<file path="src/rtl/rxq_pkg.sv">
// Package: shared constants and the trigger-field decode for the receive FIFO.
// Assumes the trigger field is two bits wide; every encoding maps to a level.
package rxq_pkg;

    localparam int unsigned RXQ_TRIG_W = 2;

    typedef logic [RXQ_TRIG_W-1:0] rxq_trig_t;

    // Byte count selected by each trigger encoding.
    function automatic int unsigned rxq_trig_level(input rxq_trig_t sel);
        case (sel)
            2'b00:   return 1;
            2'b01:   return 4;
            2'b10:   return 8;
            default: return 14;
        endcase
    endfunction

endpackage

</file>
<file path="src/rtl/rxq_store.sv">
// Module: circular byte store with read/write pointers and an occupancy count.
// Assumes DEPTH >= 2. A push at full is dropped unless a read happens in the
// same cycle. A read at empty is ignored. The drop is reported one cycle late.
module rxq_store #(
    parameter int unsigned DEPTH  = 16,
    parameter int unsigned DATA_W = 8,
    parameter int unsigned CNT_W  = $clog2(DEPTH + 1)
) (
    input  logic              clk,
    input  logic              rst_n,
    input  logic              push_i,
    input  logic [DATA_W-1:0] push_data_i,
    input  logic              pop_i,
    output logic [DATA_W-1:0] head_o,
    output logic [CNT_W-1:0]  cnt_o,
    output logic [CNT_W-1:0]  cnt_next_o,
    output logic              drop_o
);
    localparam int unsigned PTR_W = $clog2(DEPTH);
    localparam logic [PTR_W-1:0] LAST_PTR = PTR_W'(DEPTH - 1);
    localparam logic [CNT_W-1:0] FULL_CNT = CNT_W'(DEPTH);

    logic [DATA_W-1:0] mem [DEPTH];
    logic [PTR_W-1:0]  wr_ptr_q, rd_ptr_q;
    logic [CNT_W-1:0]  cnt_q, cnt_d;
    logic              pop_ok, push_ok, drop_q;

    // Pointer advance with explicit wrap so DEPTH need not be a power of two.
    function automatic logic [PTR_W-1:0] bump(input logic [PTR_W-1:0] p);
        return (p == LAST_PTR) ? '0 : p + 1'b1;
    endfunction

    // Decide which requests take effect this cycle and the next occupancy.
    always_comb begin
        pop_ok  = pop_i && (cnt_q != '0);
        push_ok = push_i && ((cnt_q != FULL_CNT) || pop_ok);
        cnt_d   = cnt_q;
        if (push_ok && !pop_ok)
            cnt_d = cnt_q + 1'b1;
        else if (pop_ok && !push_ok)
            cnt_d = cnt_q - 1'b1;
    end

    // Storage write; contents need no reset.
    always_ff @(posedge clk) begin
        if (push_ok)
            mem[wr_ptr_q] <= push_data_i;
    end

    // Pointers, count and the registered drop pulse.
    always_ff @(posedge clk) begin
        if (!rst_n) begin
            wr_ptr_q <= '0;
            rd_ptr_q <= '0;
            cnt_q    <= '0;
            drop_q   <= 1'b0;
        end else begin
            if (push_ok) wr_ptr_q <= bump(wr_ptr_q);
            if (pop_ok)  rd_ptr_q <= bump(rd_ptr_q);
            cnt_q  <= cnt_d;
            drop_q <= push_i && !push_ok;
        end
    end

    assign head_o     = mem[rd_ptr_q];
    assign cnt_o      = cnt_q;
    assign cnt_next_o = cnt_d;
    assign drop_o     = drop_q;

endmodule

</file>
<file path="src/rtl/rxq_ctrl_reg.sv">
// Module: holds the trigger-select field of the control register.
// Assumes a write strobe loads the field at the clock edge. It also exposes
// the value the field will hold after this edge, so that dependent state
// can update in step.
module rxq_ctrl_reg
    import rxq_pkg::*;
(
    input  logic      clk,
    input  logic      rst_n,
    input  logic      we_i,
    input  rxq_trig_t trig_i,
    output rxq_trig_t sel_o,
    output rxq_trig_t sel_next_o
);
    rxq_trig_t sel_q;

    // Next value of the field.
    assign sel_next_o = we_i ? trig_i : sel_q;

    // Field register, reset to the smallest threshold.
    always_ff @(posedge clk) begin
        if (!rst_n) sel_q <= '0;
        else        sel_q <= sel_next_o;
    end

    assign sel_o = sel_q;

endmodule

</file>
<file path="src/rtl/rxq_level_flag.sv">
// Module: data-full flag with threshold compare, arming bit and both clear paths.
// Assumes cnt_next_i and sel_next_i are the count and trigger select that take
// effect at this edge, so the flag stays aligned with the registered count.
// Priority: standby, then the threshold set, then the DMA or armed CPU clear.
module rxq_level_flag
    import rxq_pkg::*;
#(
    parameter int unsigned CNT_W = 5
) (
    input  logic             clk,
    input  logic             rst_n,
    input  logic             standby_i,
    input  logic [CNT_W-1:0] cnt_next_i,
    input  rxq_trig_t        sel_next_i,
    input  logic             dma_pop_i,
    input  logic             stat_rd_i,
    input  logic             flag_clr_i,
    output logic             flag_o
);
    logic [CNT_W-1:0] lvl_next;
    logic             below, clr_ok;
    logic             flag_q, flag_d, armed_q, armed_d;

    // Next-state logic for the flag and arming bit.
    always_comb begin
        lvl_next = CNT_W'(rxq_trig_level(sel_next_i));
        below    = cnt_next_i < lvl_next;
        clr_ok   = flag_clr_i && armed_q && below;
        flag_d   = flag_q;
        armed_d  = armed_q;
        if (standby_i) begin
            flag_d  = 1'b0;
            armed_d = 1'b0;
        end else begin
            if (!below)
                flag_d = 1'b1;
            else if (dma_pop_i || clr_ok)
                flag_d = 1'b0;
            if (clr_ok)
                armed_d = 1'b0;
            else if (stat_rd_i)
                armed_d = flag_q;
        end
    end

    // Flag and arming registers.
    always_ff @(posedge clk) begin
        if (!rst_n) begin
            flag_q  <= 1'b0;
            armed_q <= 1'b0;
        end else begin
            flag_q  <= flag_d;
            armed_q <= armed_d;
        end
    end

    assign flag_o = flag_q;

endmodule

</file>
<file path="src/rtl/rxq_trig_fifo.sv">
// Module: top of the receive FIFO with threshold flag.
// Connects the byte store, the control field and the flag logic. CPU and DMA
// reads share the data port; only the DMA strobe feeds the automatic clear.
// Assumes fill_count_o is wide enough for DEPTH.
module rxq_trig_fifo
    import rxq_pkg::*;
#(
    parameter int unsigned DEPTH  = 16,
    parameter int unsigned DATA_W = 8,
    parameter int unsigned OUT_W  = 8
) (
    input  logic              clk,
    input  logic              rst_n,
    input  logic              standby_i,
    input  logic              ctrl_we_i,
    input  logic [1:0]        ctrl_trig_i,
    input  logic              push_i,
    input  logic [DATA_W-1:0] push_data_i,
    input  logic              cpu_pop_i,
    input  logic              dma_pop_i,
    output logic [DATA_W-1:0] pop_data_o,
    input  logic              stat_rd_i,
    input  logic              flag_clr_i,
    output logic              full_flag_o,
    output logic [OUT_W-1:0]  fill_count_o,
    output logic              overflow_o
);
    localparam int unsigned CNT_W = $clog2(DEPTH + 1);

    logic [CNT_W-1:0] cnt, cnt_next, trig_lvl;
    rxq_trig_t        sel, sel_next;
    logic             any_pop;

    // Either master's read strobe removes one byte.
    assign any_pop = cpu_pop_i || dma_pop_i;

    rxq_store #(.DEPTH(DEPTH), .DATA_W(DATA_W), .CNT_W(CNT_W)) store_i (
        .clk         (clk),
        .rst_n       (rst_n),
        .push_i      (push_i),
        .push_data_i (push_data_i),
        .pop_i       (any_pop),
        .head_o      (pop_data_o),
        .cnt_o       (cnt),
        .cnt_next_o  (cnt_next),
        .drop_o      (overflow_o)
    );

    rxq_ctrl_reg ctrl_i (
        .clk        (clk),
        .rst_n      (rst_n),
        .we_i       (ctrl_we_i),
        .trig_i     (ctrl_trig_i),
        .sel_o      (sel),
        .sel_next_o (sel_next)
    );

    rxq_level_flag #(.CNT_W(CNT_W)) flag_i (
        .clk        (clk),
        .rst_n      (rst_n),
        .standby_i  (standby_i),
        .cnt_next_i (cnt_next),
        .sel_next_i (sel_next),
        .dma_pop_i  (dma_pop_i),
        .stat_rd_i  (stat_rd_i),
        .flag_clr_i (flag_clr_i),
        .flag_o     (full_flag_o)
    );

    // Current threshold, used by the bound checker.
    assign trig_lvl     = CNT_W'(rxq_trig_level(sel));
    assign fill_count_o = OUT_W'(cnt);

endmodule

</file>
<file path="config.mk">
export PLATFORM = sky130hd
export DESIGN_NAME = rxq_trig_fifo
export DESIGN_NICKNAME = d
export VERILOG_FILES = /design/src/rtl/rxq_pkg.sv /design/src/rtl/rxq_store.sv /design/src/rtl/rxq_ctrl_reg.sv /design/src/rtl/rxq_level_flag.sv /design/src/rtl/rxq_trig_fifo.sv
export SDC_FILE = /design/constraint.sdc
export NUM_CORES = 1
export LEC_CHECK = 0
export BUFFER_PORTS_ARGS = -buffer_cell sky130_fd_sc_hd__buf_2
export CAP_MARGIN = 20
export CORE_ASPECT_RATIO = 1.4
export CORE_MARGIN = 2
export CORE_UTILIZATION = 40
export DETAILED_ROUTE_END_ITERATION = 6
export MAX_ROUTING_LAYER = met4
export PLACE_DENSITY_LB_ADDON = 0.25
export SETUP_SLACK_MARGIN = 0.02
export SYNTH_ARGS = -nofsm -noshare
export SYNTH_HDL_FRONTEND = slang
export SYNTH_SLANG_ARGS = --single-unit
</file>
<file path="constraint.sdc">
create_clock -name clk -period 5.39 [get_ports clk]
set_clock_uncertainty 0.05 [all_clocks]
set_input_delay 0.539 -clock clk [delete_from_list [all_inputs] [get_ports clk]]
set_output_delay 0.539 -clock clk [all_outputs]
set_load 0.03 [all_outputs]
</file>
==> results of run 1 <==
-- kinds of logic after synthesis --
| group | Yosys count | synth area share, % |
|---|---|---|
| flops | 150 | 69.6 |
| simple gates | 70 | 6.30 |
| mux | 45 | 15.5 |
| compound gates | 35 | 3.94 |
| buf+inv | 27 | 2.03 |
| fa+ha+maj | 10 | 2.03 |
| xor+xnor | 4 | 0.569 |
| other cells | 1 | 0.0609 |
-- sequential cells by signal, summed over array words and instances, names as in the netlist, named ones only --
register,cells
store_i.mem,128
store_i.wr_ptr_q,4
store_i.drop_o,1
ctrl_i.sel_o,2
flag_i.flag_o,1
store_i.rd_ptr_q,4
flag_i.armed_q,1
store_i.cnt_o,5
-- layout make-up --
| type | instances | area (µm²) | area share, % |
|---|---|---|---|
| clock buffers | 18 | 429 | 6.05 |
| clock inverters | 14 | 164 | 2.31 |
| inverters | 6 | 22.5 | 0.317 |
| multi-input cells | 167 | 1750 | 24.7 |
| flip-flops and latches | 150 | 4290 | 60.4 |
| well taps | 192 | 240 | 3.39 |
| repair buffers | 37 | 199 | 2.80 |
-- power by group through the flow --
| stage | logic [µW] | clock network [µW] | registers, µW |
|---|---|---|---|
| global placement | 651 | 0 | 1380 |
| floorplan | 519 | 0 | 1370 |
| finish | 659 | 1180 | 1360 |
| detailed placement | 663 | 0 | 1390 |
| global route | 711 | 1250 | 1370 |
| CTS | 666 | 1200 | 1360 |
-- metal layers --
metal	part of all wire, %	up-vias	wire length (µm)
li1	-	1453	-
met1	41	1626	5070
met2	53	97	6640
met3	4.7	17	592
met4	1.6	0	199
met5	0	-	0
-- worst max-delay path: stages (launching register included) --
cell	delay, ps
sky130_fd_sc_hd__dfxtp_2	800
sky130_fd_sc_hd__buf_4	390
sky130_fd_sc_hd__mux4_2	540
sky130_fd_sc_hd__mux4_2	480
sky130_fd_sc_hd__buf_2	200
-- worst paths after layout --
| kind | from | endpoint | slack (ps) | depth (start not counted) |
|---|---|---|---|---|
| setup / recovery | flip-flop | pop_data_o[1] | 1970 | 4 |
| hold / removal | standby_i | flag_i.flag_o | 250 | 2 |
| setup reg to reg | store_i.cnt_o[1] | flag_i.armed_q | 2450 | 11 |
| hold reg to reg | flag_i.armed_q | flag_i.armed_q | 440 | 1 |
-- per-stage QoR --
step                      hold WS [ps]  std cells  total power (µW)
after floorplan                    395        344              1890
after global placement             405        551              2030
after detailed placement           434        551              2050
after CTS                          232        583              3230
after global routing               237        584              3320
final                              246        584              3200
-- placed cells by master (no fill, tap or decap), drive strengths merged, types with 5 or more instances in the layout --
master / synthesis / layout
clkinv: 0 / 5
inv: 6 / 13
ha: 10 / 10
and2: 11 / 11
nor2: 16 / 16
mux4: 40 / 40
nand2: 13 / 13
a21oi: 11 / 11
and3: 5 / 5
dfxtp: 22 / 22
edfxtp: 128 / 128
nor3: 8 / 8
buf: 10 / 37
clkbuf: 11 / 18
o21ai: 8 / 8
==> impl_summary.txt, run 1 <==
----------------------------------------------------
[Timing]
  Worst Setup Slack, final ... 1970 ps
  Setup TNS Final ... 0 ps
  Share of the clock period used by the worst path after layout ... a little under two thirds
  Final count of pins violating max slew ... 0
  Actual transition at the worst max-transition pin ... 926 ps
  Tightest slew margin relative to the limit ... 38.1%
  RSZ-0062 raised after global routing ... false
  Total of endpoints with negative setup slack in the final report ... 0
  Highest clock frequency the design can meet ... about 300 MHz
  Fin. Hold Viols ... 0
  Min cycle time layout ... roughly 3400 ps

[Synthesis]
  Register area share after synthesis ... ~70%
  Most used standard cells in the synthesized netlist ... 128 x sky130_fd_sc_hd__edfxtp_1, 40 x sky130_fd_sc_hd__mux4_2, 22 x sky130_fd_sc_hd__dfxtp_1, 16 x sky130_fd_sc_hd__nor2_1, 13 x sky130_fd_sc_hd__nand2_1
  EDFF count, synth ... 128
  Yosys warns ... 0
  Ranking of synthesized cells by area ... sky130_fd_sc_hd__edfxtp_1 62%, sky130_fd_sc_hd__mux4_2 15%, sky130_fd_sc_hd__dfxtp_1 7.2%
  Instance count of the mapped netlist ... between 300 and 400
  Library cell occupying the most area in the post-synthesis netlist ... sky130_fd_sc_hd__edfxtp_1
  Primary FF master, synth ... sky130_fd_sc_hd__edfxtp_1
  Post-synthesis async set-or-reset flop share ... 0%
  Fraction of post-synthesis cell area in the top cell type by area ... 62.4%
  Distinct cells, synth ... 47
  Post-synthesis instance area ... 0.00616 mm²
  Synth Register Bits ... 150
  Most frequent cell after synthesis ... sky130_fd_sc_hd__edfxtp_1
  Mean instance size in the synthesized netlist ... ~18 µm²

[Power]
  Net switching power figure ... between 800 and 900 µW
  Switching Fraction ... 28.1%
  Internal Power ... 2300 µW
  Proportion of power drawn by flip-flops and latches ... 42.5%
  Combinational share of power ... 20.6%
  IR drop worst, VDD ... between 200 and 250 µV
  Share of power burned in the clock network ... a little under two fifths
  Leakage ... 0.00237 µW
  Total power divided by cell area ... 451 mW/mm²

[Clocking]
  Skew-Pair Late Insertion Delay ... 410 ps
  # Post-CTS Setup Buffers ... 0
  Number of hold buffers added after cts ... 0
  TritonCTS sink count ... 150
  Deepest level of the CTS H-tree ... 4
  Number of CTS-inserted buffers ... 17
  Clock input transition at the sequential cells of the worst setup and hold paths ... 60 ps
  CTS max path bufs ... 2
  Clock root cell ... sky130_fd_sc_hd__clkbuf_16
  Post-cts repair resize count ... 0
  CTS tree ... yes

[Final layout]
  Util after Layout ... 47.1%
  Filler cell count ... approximately 1300
  Fraction of final layout cells with drive strength greater than 1 ... 30.1%
  Post-route cell area ... around 0.0071 mm²
  Count of inserted antenna diode cells ... 0
  Net total in the final layout ... 408
  P&R area growth vs syn ... 15.2%

[Placed design]
  Pre-CTS setup slack ... 2140 ps
  Detailed placer's ending HPWL ... just over 8000 µm
  Placement-stage cell area ... 0.00649 mm²
  IO Port Bufs ... 33
  Weighted congestion reported at the end of routability-driven placement ... 0.787

[Routing]
  Remaining routing DRC violations ... 0
  Via Count ... 3193
  Wire length per cell ... roughly 21 µm
  Number of design-rule violations left by the first detailed-router iteration ... 212
  Post-DR vias/cell ... about 5.5
  Remaining antenna violation count after routing ... 0
  WL final ... 12500 µm
  First-pass detailed-route iteration total ... 4

[Global routing]
  GR Overflow Total ... 0
  Met3 demand-to-capacity share in global routing ... 3.74%
  Maximum number of pins on one net before global-route repair ... 33
  Total GRT Usage ... 16.9%
  Initial antenna violation count ... 0
  Met1 Resource Use GR ... around a fifth
  Most Used Layer, Global Route ... met2
  Met2 usage in global routing ... about 29%
  Wire length of the first global-routing pass ... 19100 µm
  Via count of the first global-routing pass ... 3278

[Worst setup path]
  Largest driver fanout on the critical path ... 20
  Category of the worst setup path launch point ... flip-flop
  Critical Setup Path Class ... reg -> out
  Element type at the critical path end ... primary output
  Crit path required time ... approximately 4800 ps
  Crit path arrival time ... 2830 ps

[Run]
  Reported max-cap violation count ... 0

[Die]
  Die outline width ... between 100 and 150 µm
  Starting Density ... 40.9%
  Total I/O pin count ... 37
  Die Y-Extent ... approximately 150 µm
  Core region area ... 0.0151 mm²
  Number of rows in the core area ... 53
  Die area ... about 0.016 mm²

[Run status]
  Result of the run ... finished clean

[Hold path]
  Min-delay worst type ... in -> reg

----------------------------------------------------
No activity file was read; power rests on OpenSTA's default activity.
==> inputs of run 2 (changes only) <==
--- a/config.mk
+++ b/config.mk
@@ -5,6 +5,7 @@
 export SDC_FILE = /design/constraint.sdc
 export NUM_CORES = 1
 export LEC_CHECK = 0
+export ABC_AREA = 1
 export BUFFER_PORTS_ARGS = -buffer_cell sky130_fd_sc_hd__buf_2
 export CAP_MARGIN = 20
 export CORE_ASPECT_RATIO = 1.4
==> constraint.sdc (replaced) <==
create_clock -name clk -period 3.2 [get_ports clk]
set_clock_uncertainty 0.05 [all_clocks]
set_input_delay 0.32 -clock clk [delete_from_list [all_inputs] [get_ports clk]]
set_output_delay 0.32 -clock clk [all_outputs]
set_load 0.03 [all_outputs]
==> impl_summary.txt, run 2 <==
----------------------------------------------------
[Run status]
  Result of the run ... finished clean (unchanged)

[Clocking]
  Number of CTS-inserted buffers ... 17 (unchanged)
  Clock input transition at the sequential cells of the worst setup and hold paths ... 60 ps (about the same)
  Deepest level of the CTS H-tree ... 4 (unchanged)
  Number of hold buffers added after cts ... 0 (unchanged)
  Post-cts repair resize count ... 0 (unchanged)
  Clock root cell ... sky130_fd_sc_hd__clkbuf_16 (unchanged)
  CTS max path bufs ... 2 (unchanged)
  Skew-Pair Late Insertion Delay ... 410 ps (about the same)
  # Post-CTS Setup Buffers ... 0 (unchanged)
  CTS tree ... yes (unchanged)
  TritonCTS sink count ... 150 (unchanged)

[Routing]
  Number of design-rule violations left by the first detailed-router iteration ... 231 (was 212)
  Via Count ... 3866 (was 3193)
  Post-DR vias/cell ... 5.04 (was 5.47)
  Wire length per cell ... 17.3 µm (was 21.4 µm)
  Remaining routing DRC violations ... 0 (unchanged)
  WL final ... 13300 µm (was 12500 µm)
  First-pass detailed-route iteration total ... 4 (unchanged)
  Remaining antenna violation count after routing ... 0 (unchanged)

[Final layout]
  Most frequent cells in the layout ... 128 x sky130_fd_sc_hd__edfxtp_1, 57 x sky130_fd_sc_hd__inv_1, 41 x sky130_fd_sc_hd__nand2_1 (was 128 x sky130_fd_sc_hd__edfxtp_1, 40 x sky130_fd_sc_hd__mux4_2, 33 x sky130_fd_sc_hd__buf_2)
  Post-route cell area ... 0.00735 mm² (was 0.00709 mm²)
  Largest reg by FF count ... store_i.mem (unchanged)
  Util after Layout ... 47.1% (about the same)
  Filler cell count ... 1378 (was 1276)
  Fraction of final layout cells with drive strength greater than 1 ... 15.9% (was 30.1%)
  Net total in the final layout ... 587 (was 408)
  Max reg flops ... 128 (unchanged)
  Count of inserted antenna diode cells ... 0 (unchanged)
  P&R area growth vs syn ... 14.8% (was 15.2%)
  Most common cell after layout, fill and taps aside ... sky130_fd_sc_hd__edfxtp_1 (unchanged)

[Power]
  Total power divided by cell area ... 781 mW/mm² (was 451 mW/mm²)
  Net switching power figure ... 1810 µW (was 900 µW)
  IR drop worst, VDD ... 557 µV (was 249 µV)
  Share of power burned in the clock network ... 35.1% (was 36.9%)
  Internal Power ... 3930 µW (was 2300 µW)
  Leakage ... 0.00267 µW (was 0.00237 µW)
  Proportion of power drawn by flip-flops and latches ... 39.9% (was 42.5%)
  Switching Fraction ... 31.5% (was 28.1%)
  Combinational share of power ... 25.0% (was 20.6%)

[Placed design]
  Placement-stage cell area ... 0.00675 mm² (was 0.00649 mm²)
  IO Port Bufs ... 33 (unchanged)
  Pre-CTS setup slack ... 776 ps (was 2140 ps)
  Weighted congestion reported at the end of routability-driven placement ... 0.828 (was 0.787)
  Detailed placer's ending HPWL ... 9110 µm (was 8100 µm)

[Global routing]
  Via count of the first global-routing pass ... 3963 (was 3278)
  Maximum number of pins on one net before global-route repair ... 36 (was 33)
  Total GRT Usage ... 16.6% (was 16.9%)
  Initial antenna violation count ... 0 (unchanged)
  Wire length of the first global-routing pass ... 21000 µm (was 19100 µm)
  GR Overflow Total ... 0 (unchanged)

[Run]
  Reported max-cap violation count ... 0 (unchanged)

[Synthesis]
  Most used standard cells in the synthesized netlist ... 128 x sky130_fd_sc_hd__edfxtp_1, 57 x sky130_fd_sc_hd__inv_1, 41 x sky130_fd_sc_hd__nand2_1, 40 x sky130_fd_sc_hd__a21oi_1, 34 x sky130_fd_sc_hd__o21ai_0 (was 128 x sky130_fd_sc_hd__edfxtp_1, 40 x sky130_fd_sc_hd__mux4_2, 22 x sky130_fd_sc_hd__dfxtp_1, 16 x sky130_fd_sc_hd__nor2_1, 13 x sky130_fd_sc_hd__nand2_1)
  Library cell occupying the most area in the post-synthesis netlist ... sky130_fd_sc_hd__edfxtp_1 (unchanged)
  EDFF count, synth ... 128 (unchanged)
  Synth Register Bits ... 150 (unchanged)
  Fraction of post-synthesis cell area in the top cell type by area ... 60.0% (was 62.4%)
  Distinct cells, synth ... 39 (was 47)
  Primary FF master, synth ... sky130_fd_sc_hd__edfxtp_1 (unchanged)
  Most frequent cell after synthesis ... sky130_fd_sc_hd__edfxtp_1 (unchanged)
  Ranking of synthesized cells by area ... sky130_fd_sc_hd__edfxtp_1 60%, sky130_fd_sc_hd__dfxtp_1 6.9%, sky130_fd_sc_hd__mux2i_1 5.2% (was sky130_fd_sc_hd__edfxtp_1 62%, sky130_fd_sc_hd__mux4_2 15%, sky130_fd_sc_hd__dfxtp_1 7.2%)
  Yosys warns ... 0 (unchanged)
  Post-synthesis instance area ... 0.00641 mm² (was 0.00616 mm²)
  Instance count of the mapped netlist ... 522 (was 342)
  Register area share after synthesis ... 66.8% (was 69.6%)
  Post-synthesis async set-or-reset flop share ... 0% (unchanged)
  Mean instance size in the synthesized netlist ... 12.3 µm² (was 18.0 µm²)

[Worst setup path]
  Element type at the critical path end ... primary output (unchanged)
  Critical Setup Path Class ... reg -> out (unchanged)
  Crit path arrival time ... 2180 ps (was 2830 ps)
  Cells along the critical path ... buf_4 > mux2i_1 > o21ai_0 > o211ai_1 > nand2_1 > buf_2 (was buf_4 > mux4_2 > mux4_2 > buf_2)
  Max stage delay on crit path ... 480 ps (was 800 ps)
  Family of cells with the greatest summed delay on the critical path ... buffers and inverters (was multiplexers)
  Number of buffers and inverters on the critical path ... 2 (unchanged)
  Largest driver fanout on the critical path ... 21 (was 20)
  Crit path required time ... 2830 ps (was 4800 ps)
  Slowest stage cell, crit path ... sky130_fd_sc_hd__dfxtp_4 (was sky130_fd_sc_hd__dfxtp_2)
  Category of the worst setup path launch point ... flip-flop (unchanged)

[Timing]
  Min cycle time layout ... about 2500 ps
  Fin. Hold Viols ... 0 (unchanged)
  Actual transition at the worst max-transition pin ... 762 ps (was 926 ps)
  Share of the clock period used by the worst path after layout ... 79.6%
  Setup TNS Final ... 0 ps (unchanged)
  Final count of pins violating max slew ... 0 (unchanged)
  Worst Setup Slack, final ... 652 ps (was 1970 ps)
  Highest clock frequency the design can meet ... ~390 MHz
  Tightest slew margin relative to the limit ... 49.0% (was 38.1%)
  RSZ-0062 raised after global routing ... false (unchanged)
  Total of endpoints with negative setup slack in the final report ... 0 (unchanged)

[Die]
  Die Y-Extent ... 154 µm (was 151 µm)
  Core region area ... 0.0156 mm² (was 0.0151 mm²)
  Starting Density ... 41.1% (was 40.9%)
  Number of rows in the core area ... 54 (was 53)
  Total I/O pin count ... 37 (unchanged)
  Die area ... 0.0171 mm² (was 0.0164 mm²)
  Die outline width ... 111 µm (was 109 µm)

[Hold path]
  Min-delay worst type ... in -> reg (unchanged)

----------------------------------------------------
## run 2: cell types whose count changed after synthesis, sizes merged, moves of 7 or more
cell    delta
inv       +55
mux4      -40
o21ai     +40
nand2     +33
o211ai    +31
a21oi     +29
mux2i     +29
nor2      +20
nand3     +18
and2      -11
nor3       -7
## run 2: per-stage QoR
step	total power [µW]	hold WS (ps)	std cells
2_1_floorplan	3430	369	524
3_3_place_gp	3740	437	735
3_5_place_dp	3780	450	735
4_1_cts	5800	98.3	767
5_1_grt	6030	123	767
6_report	5740	109	767
## run 2: layout make-up
cell class	instances	area (µm²)	share of cell area (%)
Tap cell	196	245	3.33
Clock inverter	14	176	2.40
Clock buffer	18	429	5.84
Inverter	63	238	3.23
Timing Repair Buffer	41	225	3.06
Multi-Input combinational cell	285	1750	23.8
Sequential cell	150	4290	58.3
## run 2: final timing paths
| check | cells after the start | start | to | slack (ps) |
|---|---|---|---|---|
| worst max-delay path | 6 | flip-flop | pop_data_o[0] | 650 |
| worst min-delay path | 4 | standby_i | flag_i.flag_o | 110 |
| worst max register to register | 15 | store_i.cnt_o[0] | flag_i.armed_q | 770 |
| worst min register to register | 2 | store_i.rd_ptr_q[2] | flip-flop | 450 |
## run 2: kinds of logic (layout without fill, tap and decap cells)
| kind of cell | Yosys count | after routing | share of synthesized area, % |
|---|---|---|---|
| buf+inv | 89 | 136 | 5.92 |
| compound gates | 124 | 124 | 11.1 |
| fa+ha+maj | 10 | 10 | 1.95 |
| xor+xnor | 5 | 5 | 0.683 |
| other cells | 1 | 3 | 0.0585 |
| mux | 33 | 33 | 5.15 |
| flops | 150 | 150 | 66.8 |
| simple gates | 110 | 110 | 8.24 |
## run 2: power groups by stage
stage	logic, µW	registers (µW)	clock network, µW
2_1_floorplan	1090	2340	0
3_3_place_gp	1410	2330	0
3_5_place_dp	1450	2330	0
4_1_cts	1450	2290	2060
5_1_grt	1590	2300	2150
6_report	1440	2290	2020
## run 2: routing by layer
layer	GRT usage, %	routed length [µm]
met1	18.0	5410
met2	28.9	7060
met3	4.41	474
met4	6.43	337
met5	-	0
## run 2: tightest hold or removal path, delay by kind of cell
kind / cells / cell delay (ps)
AND/OR/NAND/NOR: 2 / 90
buffers and inverters: 2 / 120
